File: src/rtl/gpio_bank_pkg.sv
package gpio_bank_pkg;

    localparam int ADDR_W = 6;

    localparam logic [ADDR_W-1:0] REG_DIR     = 6'h00;
    localparam logic [ADDR_W-1:0] REG_DIR_OUT = 6'h04;
    localparam logic [ADDR_W-1:0] REG_DIR_IN  = 6'h08;
    localparam logic [ADDR_W-1:0] REG_PIN     = 6'h0C;
    localparam logic [ADDR_W-1:0] REG_OSET    = 6'h10;
    localparam logic [ADDR_W-1:0] REG_OCLR    = 6'h14;
    localparam logic [ADDR_W-1:0] REG_CSET    = 6'h18;
    localparam logic [ADDR_W-1:0] REG_CCLR    = 6'h1C;
    localparam logic [ADDR_W-1:0] REG_ACK     = 6'h20;
    localparam logic [ADDR_W-1:0] REG_STAT    = 6'h24;

    typedef enum logic [2:0] {
        TRIG_OFF,
        TRIG_RISE,
        TRIG_FALL,
        TRIG_BOTH,
        TRIG_HIGH,
        TRIG_LOW,
        TRIG_ANY
    } trig_mode_e;

endpackage

File: src/rtl/gpio_bank_sync.sv
module gpio_bank_sync #(
    parameter int WIDTH = 32
) (
    input  logic             clk,
    input  logic             rst_n,
    input  logic [WIDTH-1:0] async_in,
    output logic [WIDTH-1:0] sync_out,
    output logic [WIDTH-1:0] sync_prev
);

    logic [WIDTH-1:0] meta_q;
    logic [WIDTH-1:0] stable_q;
    logic [WIDTH-1:0] prev_q;

    always_ff @(posedge clk or negedge rst_n) begin
        if (!rst_n) begin
            meta_q   <= '0;
            stable_q <= '0;
            prev_q   <= '0;
        end else begin
            meta_q   <= async_in;
            stable_q <= meta_q;
            prev_q   <= stable_q;
        end
    end

    assign sync_out  = stable_q;
    assign sync_prev = prev_q;

endmodule

File: src/rtl/gpio_bank_trig.sv
module gpio_bank_trig
    import gpio_bank_pkg::*;
(
    input  logic clk,
    input  logic rst_n,
    input  logic line_cur,
    input  logic line_prev,
    input  logic rise_en,
    input  logic fall_en,
    input  logic level_en,
    input  logic ack,
    output logic status
);

    trig_mode_e mode;
    logic       edge_hit;
    logic       level_hit;
    logic       pend_q;

    // Trigger state decode from {level, rise, fall}.
    always_comb begin
        unique case ({level_en, rise_en, fall_en})
            3'b000:  mode = TRIG_OFF;
            3'b001:  mode = TRIG_FALL;
            3'b010:  mode = TRIG_RISE;
            3'b011:  mode = TRIG_BOTH;
            3'b100:  mode = TRIG_OFF;
            3'b101:  mode = TRIG_LOW;
            3'b110:  mode = TRIG_HIGH;
            default: mode = TRIG_ANY;
        endcase
    end

    always_comb begin
        edge_hit  = 1'b0;
        level_hit = 1'b0;
        unique case (mode)
            TRIG_OFF:  ;
            TRIG_RISE: edge_hit  = line_cur & ~line_prev;
            TRIG_FALL: edge_hit  = ~line_cur & line_prev;
            TRIG_BOTH: edge_hit  = line_cur ^ line_prev;
            TRIG_HIGH: level_hit = line_cur;
            TRIG_LOW:  level_hit = ~line_cur;
            TRIG_ANY:  level_hit = 1'b1;
            default:   ;
        endcase
    end

    // Pending flag: IDLE -> PENDING on edge, back on ack or level entry.
    always_ff @(posedge clk or negedge rst_n) begin
        if (!rst_n) begin
            pend_q <= 1'b0;
        end else if (level_en) begin
            pend_q <= 1'b0;
        end else if (edge_hit) begin
            pend_q <= 1'b1;
        end else if (ack) begin
            pend_q <= 1'b0;
        end
    end

    assign status = level_en ? level_hit : pend_q;

    assert_edge_sets_R6: assert property (@(posedge clk) disable iff (!rst_n)
        (!level_en && rise_en && line_cur && !line_prev) |=> pend_q);

    assert_ack_clears_R8: assert property (@(posedge clk) disable iff (!rst_n)
        (ack && !level_en && (line_cur == line_prev)) |=> !pend_q);

    assert_masked_quiet_R9: assert property (@(posedge clk) disable iff (!rst_n)
        (!rise_en && !fall_en && !pend_q) |=> !pend_q);

    assert_level_live_R7: assert property (@(posedge clk) disable iff (!rst_n)
        (level_en && rise_en && !fall_en) |-> (status == line_cur));

endmodule

File: src/rtl/gpio_bank.sv
module gpio_bank
    import gpio_bank_pkg::*;
#(
    parameter int NUM_LINES = 32,
    parameter int NUM_IRQ   = 8
) (
    input  logic                 clk,
    input  logic                 rst_n,
    input  logic                 bus_wr,
    input  logic [ADDR_W-1:0]    bus_addr,
    input  logic [NUM_LINES-1:0] bus_wdata,
    output logic [NUM_LINES-1:0] bus_rdata,
    input  logic [NUM_LINES-1:0] pad_in,
    output logic [NUM_LINES-1:0] pad_out,
    output logic [NUM_LINES-1:0] pad_oe,
    output logic                 irq
);

    localparam int CTRL_W  = 4 * NUM_IRQ;
    localparam int RISE_LO = 0;
    localparam int FALL_LO = NUM_IRQ;
    localparam int LVL_LO  = 3 * NUM_IRQ;

    logic [NUM_LINES-1:0] out_q;
    logic [NUM_LINES-1:0] dir_q;
    logic [CTRL_W-1:0]    ctrl_q;
    logic [NUM_LINES-1:0] pin_sync;
    logic [NUM_LINES-1:0] pin_prev;
    logic [NUM_IRQ-1:0]   ack_vec;
    logic [NUM_IRQ-1:0]   irq_status;

    gpio_bank_sync #(.WIDTH(NUM_LINES)) u_sync (
        .clk       (clk),
        .rst_n     (rst_n),
        .async_in  (pad_in),
        .sync_out  (pin_sync),
        .sync_prev (pin_prev)
    );

    always_ff @(posedge clk or negedge rst_n) begin
        if (!rst_n) begin
            out_q  <= '0;
            dir_q  <= '0;
            ctrl_q <= '0;
        end else if (bus_wr) begin
            case (bus_addr)
                REG_DIR_OUT: dir_q  <= dir_q | bus_wdata;
                REG_DIR_IN:  dir_q  <= dir_q & ~bus_wdata;
                REG_OSET:    out_q  <= out_q | bus_wdata;
                REG_OCLR:    out_q  <= out_q & ~bus_wdata;
                REG_CSET:    ctrl_q <= ctrl_q | bus_wdata[CTRL_W-1:0];
                REG_CCLR:    ctrl_q <= ctrl_q & ~bus_wdata[CTRL_W-1:0];
                default:     ;
            endcase
        end
    end

    assign ack_vec = (bus_wr && bus_addr == REG_ACK) ? bus_wdata[NUM_IRQ-1:0] : '0;

    for (genvar i = 0; i < NUM_IRQ; i++) begin : g_trig
        gpio_bank_trig u_trig (
            .clk       (clk),
            .rst_n     (rst_n),
            .line_cur  (pin_sync[i]),
            .line_prev (pin_prev[i]),
            .rise_en   (ctrl_q[RISE_LO + i]),
            .fall_en   (ctrl_q[FALL_LO + i]),
            .level_en  (ctrl_q[LVL_LO + i]),
            .ack       (ack_vec[i]),
            .status    (irq_status[i])
        );
    end

    always_comb begin
        case (bus_addr)
            REG_DIR, REG_DIR_OUT, REG_DIR_IN: bus_rdata = dir_q;
            REG_PIN:                          bus_rdata = pin_sync;
            REG_OSET, REG_OCLR:               bus_rdata = out_q;
            REG_CSET, REG_CCLR:               bus_rdata = NUM_LINES'(ctrl_q);
            REG_STAT:                         bus_rdata = NUM_LINES'(irq_status);
            default:                          bus_rdata = '0;
        endcase
    end

    assign pad_out = out_q;
    assign pad_oe  = dir_q;
    assign irq     = |irq_status;

    assert_out_set_R2: assert property (@(posedge clk) disable iff (!rst_n)
        (bus_wr && bus_addr == REG_OSET) |=> ((pad_out & $past(bus_wdata)) == $past(bus_wdata)));

    assert_out_keep_R2: assert property (@(posedge clk) disable iff (!rst_n)
        (bus_wr && bus_addr == REG_OCLR) |=>
        ((pad_out & ~$past(bus_wdata)) == ($past(pad_out) & ~$past(bus_wdata))));

    assert_dir_in_R3: assert property (@(posedge clk) disable iff (!rst_n)
        (bus_wr && bus_addr == REG_DIR_IN) |=> ((pad_oe & $past(bus_wdata)) == '0));

    assert_no_ack_write_effect_R2: assert property (@(posedge clk) disable iff (!rst_n)
        (bus_wr && bus_addr == REG_ACK) |=> $stable(pad_out) && $stable(pad_oe));

endmodule

File: config.mk
export PLATFORM = sky130hd
export DESIGN_NAME = gpio_bank
export DESIGN_NICKNAME = d
export VERILOG_FILES = /design/src/rtl/gpio_bank_pkg.sv /design/src/rtl/gpio_bank_sync.sv /design/src/rtl/gpio_bank_trig.sv /design/src/rtl/gpio_bank.sv
export SDC_FILE = /design/constraint.sdc
export NUM_CORES = 1
export LEC_CHECK = 0
export BUFFER_PORTS_ARGS = -buffer_cell sky130_fd_sc_hd__buf_2
export CAP_MARGIN = 20
export CORE_MARGIN = 1.5
export CORE_UTILIZATION = 51
export CTS_CLUSTER_SIZE = 24
export DETAILED_ROUTE_END_ITERATION = 16
export PLACE_DENSITY_LB_ADDON = 0.15
export SLEW_MARGIN = 20
export SYNTH_ARGS = -nofsm -noshare
export SYNTH_HDL_FRONTEND = slang
export SYNTH_SLANG_ARGS = --single-unit
File: constraint.sdc
create_clock -name clk -period 2.3 [get_ports clk]
set_input_delay 0.46 -clock clk [delete_from_list [all_inputs] [get_ports clk]]
set_output_delay 0.46 -clock clk [all_outputs]
set_load 0.02 [all_outputs]
* Word-level counts from Yosys, hierarchy flattened
Cells that the tools add are included.
** Operators by class
- Reduce and logical (&&, ||, !) cells :: 36
- Equal/unequal tests :: 105
- $mul :: 0
- Magnitude comparators :: 0
- Add/sub/neg operators :: 0
- Divide/modulo/power cells :: 0
- Multiplexer cells :: 61
- Bitwise gates (word level) :: 47
- Shift-type cells :: 0
** Operators by type and width (number)
- 32-bit one-hot mux with 2 select lines :: 3
- 32-bit one-hot mux with 5 select lines :: 1
- 3-bit == test (second input constant) :: 48
- 3-bit one-hot mux with 6 select lines :: 8
- 32-bit AND :: 3
- 3-bit by 2-bit == test with 1-bit output (second input constant) :: 32
- 32-bit bitwise OR :: 3
- 3-bit by 1-bit == test with 1-bit output (second input constant) :: 16
- 1-bit one-hot mux with 3 select lines :: 16
- 1-bit two-way mux :: 32
- 32-bit inverter :: 1
- 6-bit by 5-bit == test with 1-bit output (second input constant) :: 4
- 3-bit zero test :: 8
- 3-bit nonzero test :: 8
- 2-bit OR reduction :: 10
- 1-bit AND :: 16
- 1-bit inverter :: 16
- 6-bit by 4-bit == test with 1-bit output (second input constant) :: 2
- 6-bit == test (second input constant) :: 2
- 8-bit two-way mux :: 1
- 8-bit OR reduction :: 1
- 1-bit bitwise XOR :: 8
- 6-bit by 3-bit == test with 1-bit output (second input constant) :: 1
- 6-bit zero test :: 1
- other kinds (4) :: 8
** Storage, ports and cells
- ROM bits :: 0
- Memories :: 0
- Input bits :: 73
- Output and inout port bits :: 97
- RAM bits :: 0
- Bits in latches :: 0
- Bits in registers :: 176

* Logic depth before layout (Yosys ltp)
- Depth after elaboration :: 7
- Gate-level depth with buffers :: 7
- Mapped depth without buffers :: 6

* Cells and area by module
A second synthesis with hierarchy kept.
** Unflattened totals
- Cells, all modules :: 754
- Area, all modules :: 8734.6 sq um
** By module, submodules not included
- gpio_bank :: cells each 546, area each 5421.4 sq um, times used 1
- gpio_bank_sync :: cells each 96, area each 2402.3 sq um, times used 1
- gpio_bank_trig :: cells each 14, area each 113.9 sq um, times used 8

* Worst setup path after synthesis
No wires, ideal clock.
- Kind :: input-to-output
- Start :: in bus_addr[4]
- End :: out bus_rdata[2]
- Buffers on the path :: 1
- Slack :: 158 ps
- Cell stages on the path :: 5
- Required time :: 1840 ps
- Data arrival time :: 1682 ps
- Path through :: or4_4 > a21oi_2 > buf_4 > a22oi_1 > o211ai_1
** On the way
- Word-level cells in the longest chain between the ends :: 3
- Elaborated cells on any way between the ends :: 13
- Those cells by class :: eq/ne: 8; mux: 1; reduce/logical: 4
** RTL lines
- start, declared :: RTL line gpio_bank.sv:10 : input logic [ADDR_W-1:0] bus_addr,
- 6-bit by 3-bit == test with 1-bit output (tied with other cells) :: RTL line gpio_bank.sv:75 : case (bus_addr)
- 3-bit OR reduction or 2-bit OR reduction (tied branches) :: RTL line gpio_bank.sv:75
- 32-bit one-hot mux with 5 select lines * :: RTL line gpio_bank.sv:75
- end, declared :: RTL line gpio_bank.sv:12 : output logic [NUM_LINES-1:0] bus_rdata,
Every way passes the cells marked *; elsewhere a longest branch is shown, timed or not.

* Worst setup path in the final report
- Start :: in bus_addr[0]
- End :: out bus_rdata[5]
The elaborated chain is that of the path after synthesis.

==> impl_metrics.yaml <==
sta:
  period_share: 1.05
  hold_viol: 0
  layout_setup_ws_ps: -123
  min_period_ps: 2420
  setup_viol: 29
  max_freq_mhz: 413
  holdWs_ps: 125
  rsz0062_at_grt: "true"
  skew_ps: 12.2
  worstMarginPinSlew_ps: 577
  slew_headroom: 0.615
  slew_violations: 0
logic_synthesis:
  postSynthAreaPerCell_sq_um: 11.2
  synth_warnings: 0
  ys_ff_latch: 176
  synth_area_leader_cell: "dfrtp_1"
  synth_ff_type: "dfrtp_1"
  yosys.cell_types.count: 34
  synthArstFlopShare: 1.00
  synth_edf_count: 0
  syn-cell-area_sq_mm: 0.00735
  yosysTopAreaCellShare: 0.599
  synth_cells: 659
  synthTopCellsByArea: "dfrtp_1, a31oi_1, a22oi_1"
  seq_area_frac_synth: 0.599
  synthesis.nets: 748
power_and_ir_drop:
  p_leak_nw: 4.77
  p_per_area_mw_per_mm2: 868
  peakVddDrop_uv: 569
  total_power_mw: 8.53
setup_path:
  worstRegToRegCells: 5
  required_ps: 1840
  worstSetupStartpoint: "bus_addr[0]"
  critPathKind: "input pin to primary output"
  end_kind: "primary output"
  rrSetupSlack_ps: 960
  critPathLaunchType: "input pin"
  cp.arrival_ps: 1960
  r2r-end: "g_trig[7].u_trig.pend_q"
  worst-path-max-fanout: 6
  r2r-start: "u_sync.sync_out[7]"
route:
  drc_errors: 0
  via_count: 6263
  wl_um: 21100
  wl_per_cell_um: 19.9
  via_per_inst: 5.91
  drtPass1Iterations: 5
  first_iter_violations: 427
  ant_nets: 0
outcome:
  violations: "negative setup slack"
  outcome: "finished with violations"
global_routing:
  grt.total_usage: 0.278
  grt_overflow: 0
  grt_pass1_wl_um: 31600
  grt_pass1_vias: 6197
  grt_max_degree: 60
  antenna_found_initial: 1
floorplanning:
  start_util: 0.526
  die_w_um: 123
  rows: 43
  boundaryPins: 170
  die-area_sq_mm: 0.0151
  dieHeight_um: 123
  core-area_sq_mm: 0.0140
clock_network:
  cts.sinks: 176
  cts_root_buf: "clkbuf_16"
  htree_levels: 4
  clock_latency_ps: 430
  path_clk_slew_ps: 70
  cts_tree: "built"
  clock_path_buffers: 2
  numCtsBuffers: 17
worst_hold_path:
  hold_path.class: "input pin to flip-flop"
  min_to: "u_sync.meta_q[11]"
  whs_path_depth: 1
  min_from: "pad_in[11]"
layout:
  mostFrequentLayoutCells: "dfrtp_1, buf_2, a21oi_1"
  drive_above_1_share: 0.358
  final_common_cell: "dfrtp_1"
  fin_nets: 954
  syn2layout_area_growth_pct: 33.6
  fill_cells: 1035
place:
  pre_cts_ws_ps: -97.3
  dp_hpwl_um: 13800
  place_congestion: 0.869
  io_buffers: 169
run:
  drv_cap: 0
[timing repair]
action / 4_1_cts / 5_1_grt
resized for setup: 42 / 60
gates cloned: 0 / 4
setup endpoints to repair: 15 / 33
setup buffers: 10 / 9
hold buffers: 1 / 0
endpoints found under the hold margin: 37 / 0
pin swaps: 1 / 25
[stage by stage]
stage / cells / setup TNS [ps] / cell area [sq um] / utilization
finish: 1059 / -2270 / 9830 / 0.703
global route: 1058 / -3540 / 9820 / 0.702
CTS: 1045 / -361 / 9440 / 0.675
detailed placement: 1002 / -741 / 8630 / 0.617
global placement: 1002 / -283 / 8630 / 0.617
floorplan: 659 / 0 / 7350 / -
[cells in the mapped netlist, types with 2 or more instances]
| library cell | n |
|---|---|
| nand2b_1 | 8 |
| mux2_2 | 8 |
| nor2_1 | 8 |
| buf_6 | 3 |
| and3_1 | 3 |
| o21ai_0 | 16 |
| inv_1 | 41 |
| buf_2 | 17 |
| a21oi_1 | 95 |
| or2_2 | 3 |
| buf_4 | 5 |
| clkbuf_1 | 19 |
| a22oi_1 | 64 |
| dfrtp_1 | 176 |
| nand4_1 | 2 |
| mux2i_1 | 25 |
| o211ai_1 | 6 |
| nand3_1 | 3 |
| ha_1 | 16 |
| a31oi_1 | 79 |
| nand2_1 | 49 |
[cells by family (layout without fill, tap and decap cells)]
logic type	Yosys count	after routing	synth area share
other	0	1	0
muxes	33	33	0.0463
xor gates and xnor gates	1	1	0.00119
buffers and inverters	86	305	0.0526
adders and majority gates	16	16	0.0272
DFF	176	176	0.599
AOI/OAI and AO/OA	261	261	0.215
and+or+nand+nor	86	86	0.0585
[area by class of cell]
type                    instances  area, sq um  share of cell area
repair buffers                232         1690               0.172
clock buffers                  19          453              0.0461
clock inverters                13          128              0.0130
well taps                     180          225              0.0229
multi-input cells             397         2770               0.281
diodes                          1         2.50            0.000255
flip-flops and latches        176         4410               0.449
inverters                      41          154              0.0157
[critical path: stages]
cell and delay [ps]:
buf_6 90, or4_4 550, a21oi_4 210, buf_6 150, buf_8 130, a22oi_2 80, o211ai_1 100, buf_4 180
[layer usage]
| layer | vias to the layer above | track usage | wire length [um] |
|---|---|---|---|
| met1 | 3119 | 0.342 | 8370 |
| met3 | 29 | 0.0858 | 1710 |
| li1 | 2830 | - | - |
| met4 | 0 | 0.106 | 340 |
| met2 | 285 | 0.461 | 10700 |
| met5 | - | 0 | 0 |
[worst max path at each step]
stage | cells after the start | to | slack, ps
6_report | 8 | bus_rdata[5] | -120
5_1_grt | 8 | bus_rdata[1] | -160
4_1_cts | 7 | bus_rdata[0] | -80
3_5_place_dp | 7 | bus_rdata[5] | -100
3_3_place_gp | 7 | bus_rdata[0] | -60
2_1_floorplan | 5 | bus_rdata[2] | 160
[report_power, final]
group | internal, mW | total [mW] | switching (mW)
combinational | 0.761 | 1.78 | 1.01
clock | 1.57 | 2.81 | 1.25
sequential | 3.54 | 3.94 | 0.401
Power figures use the tool's default switching activity.
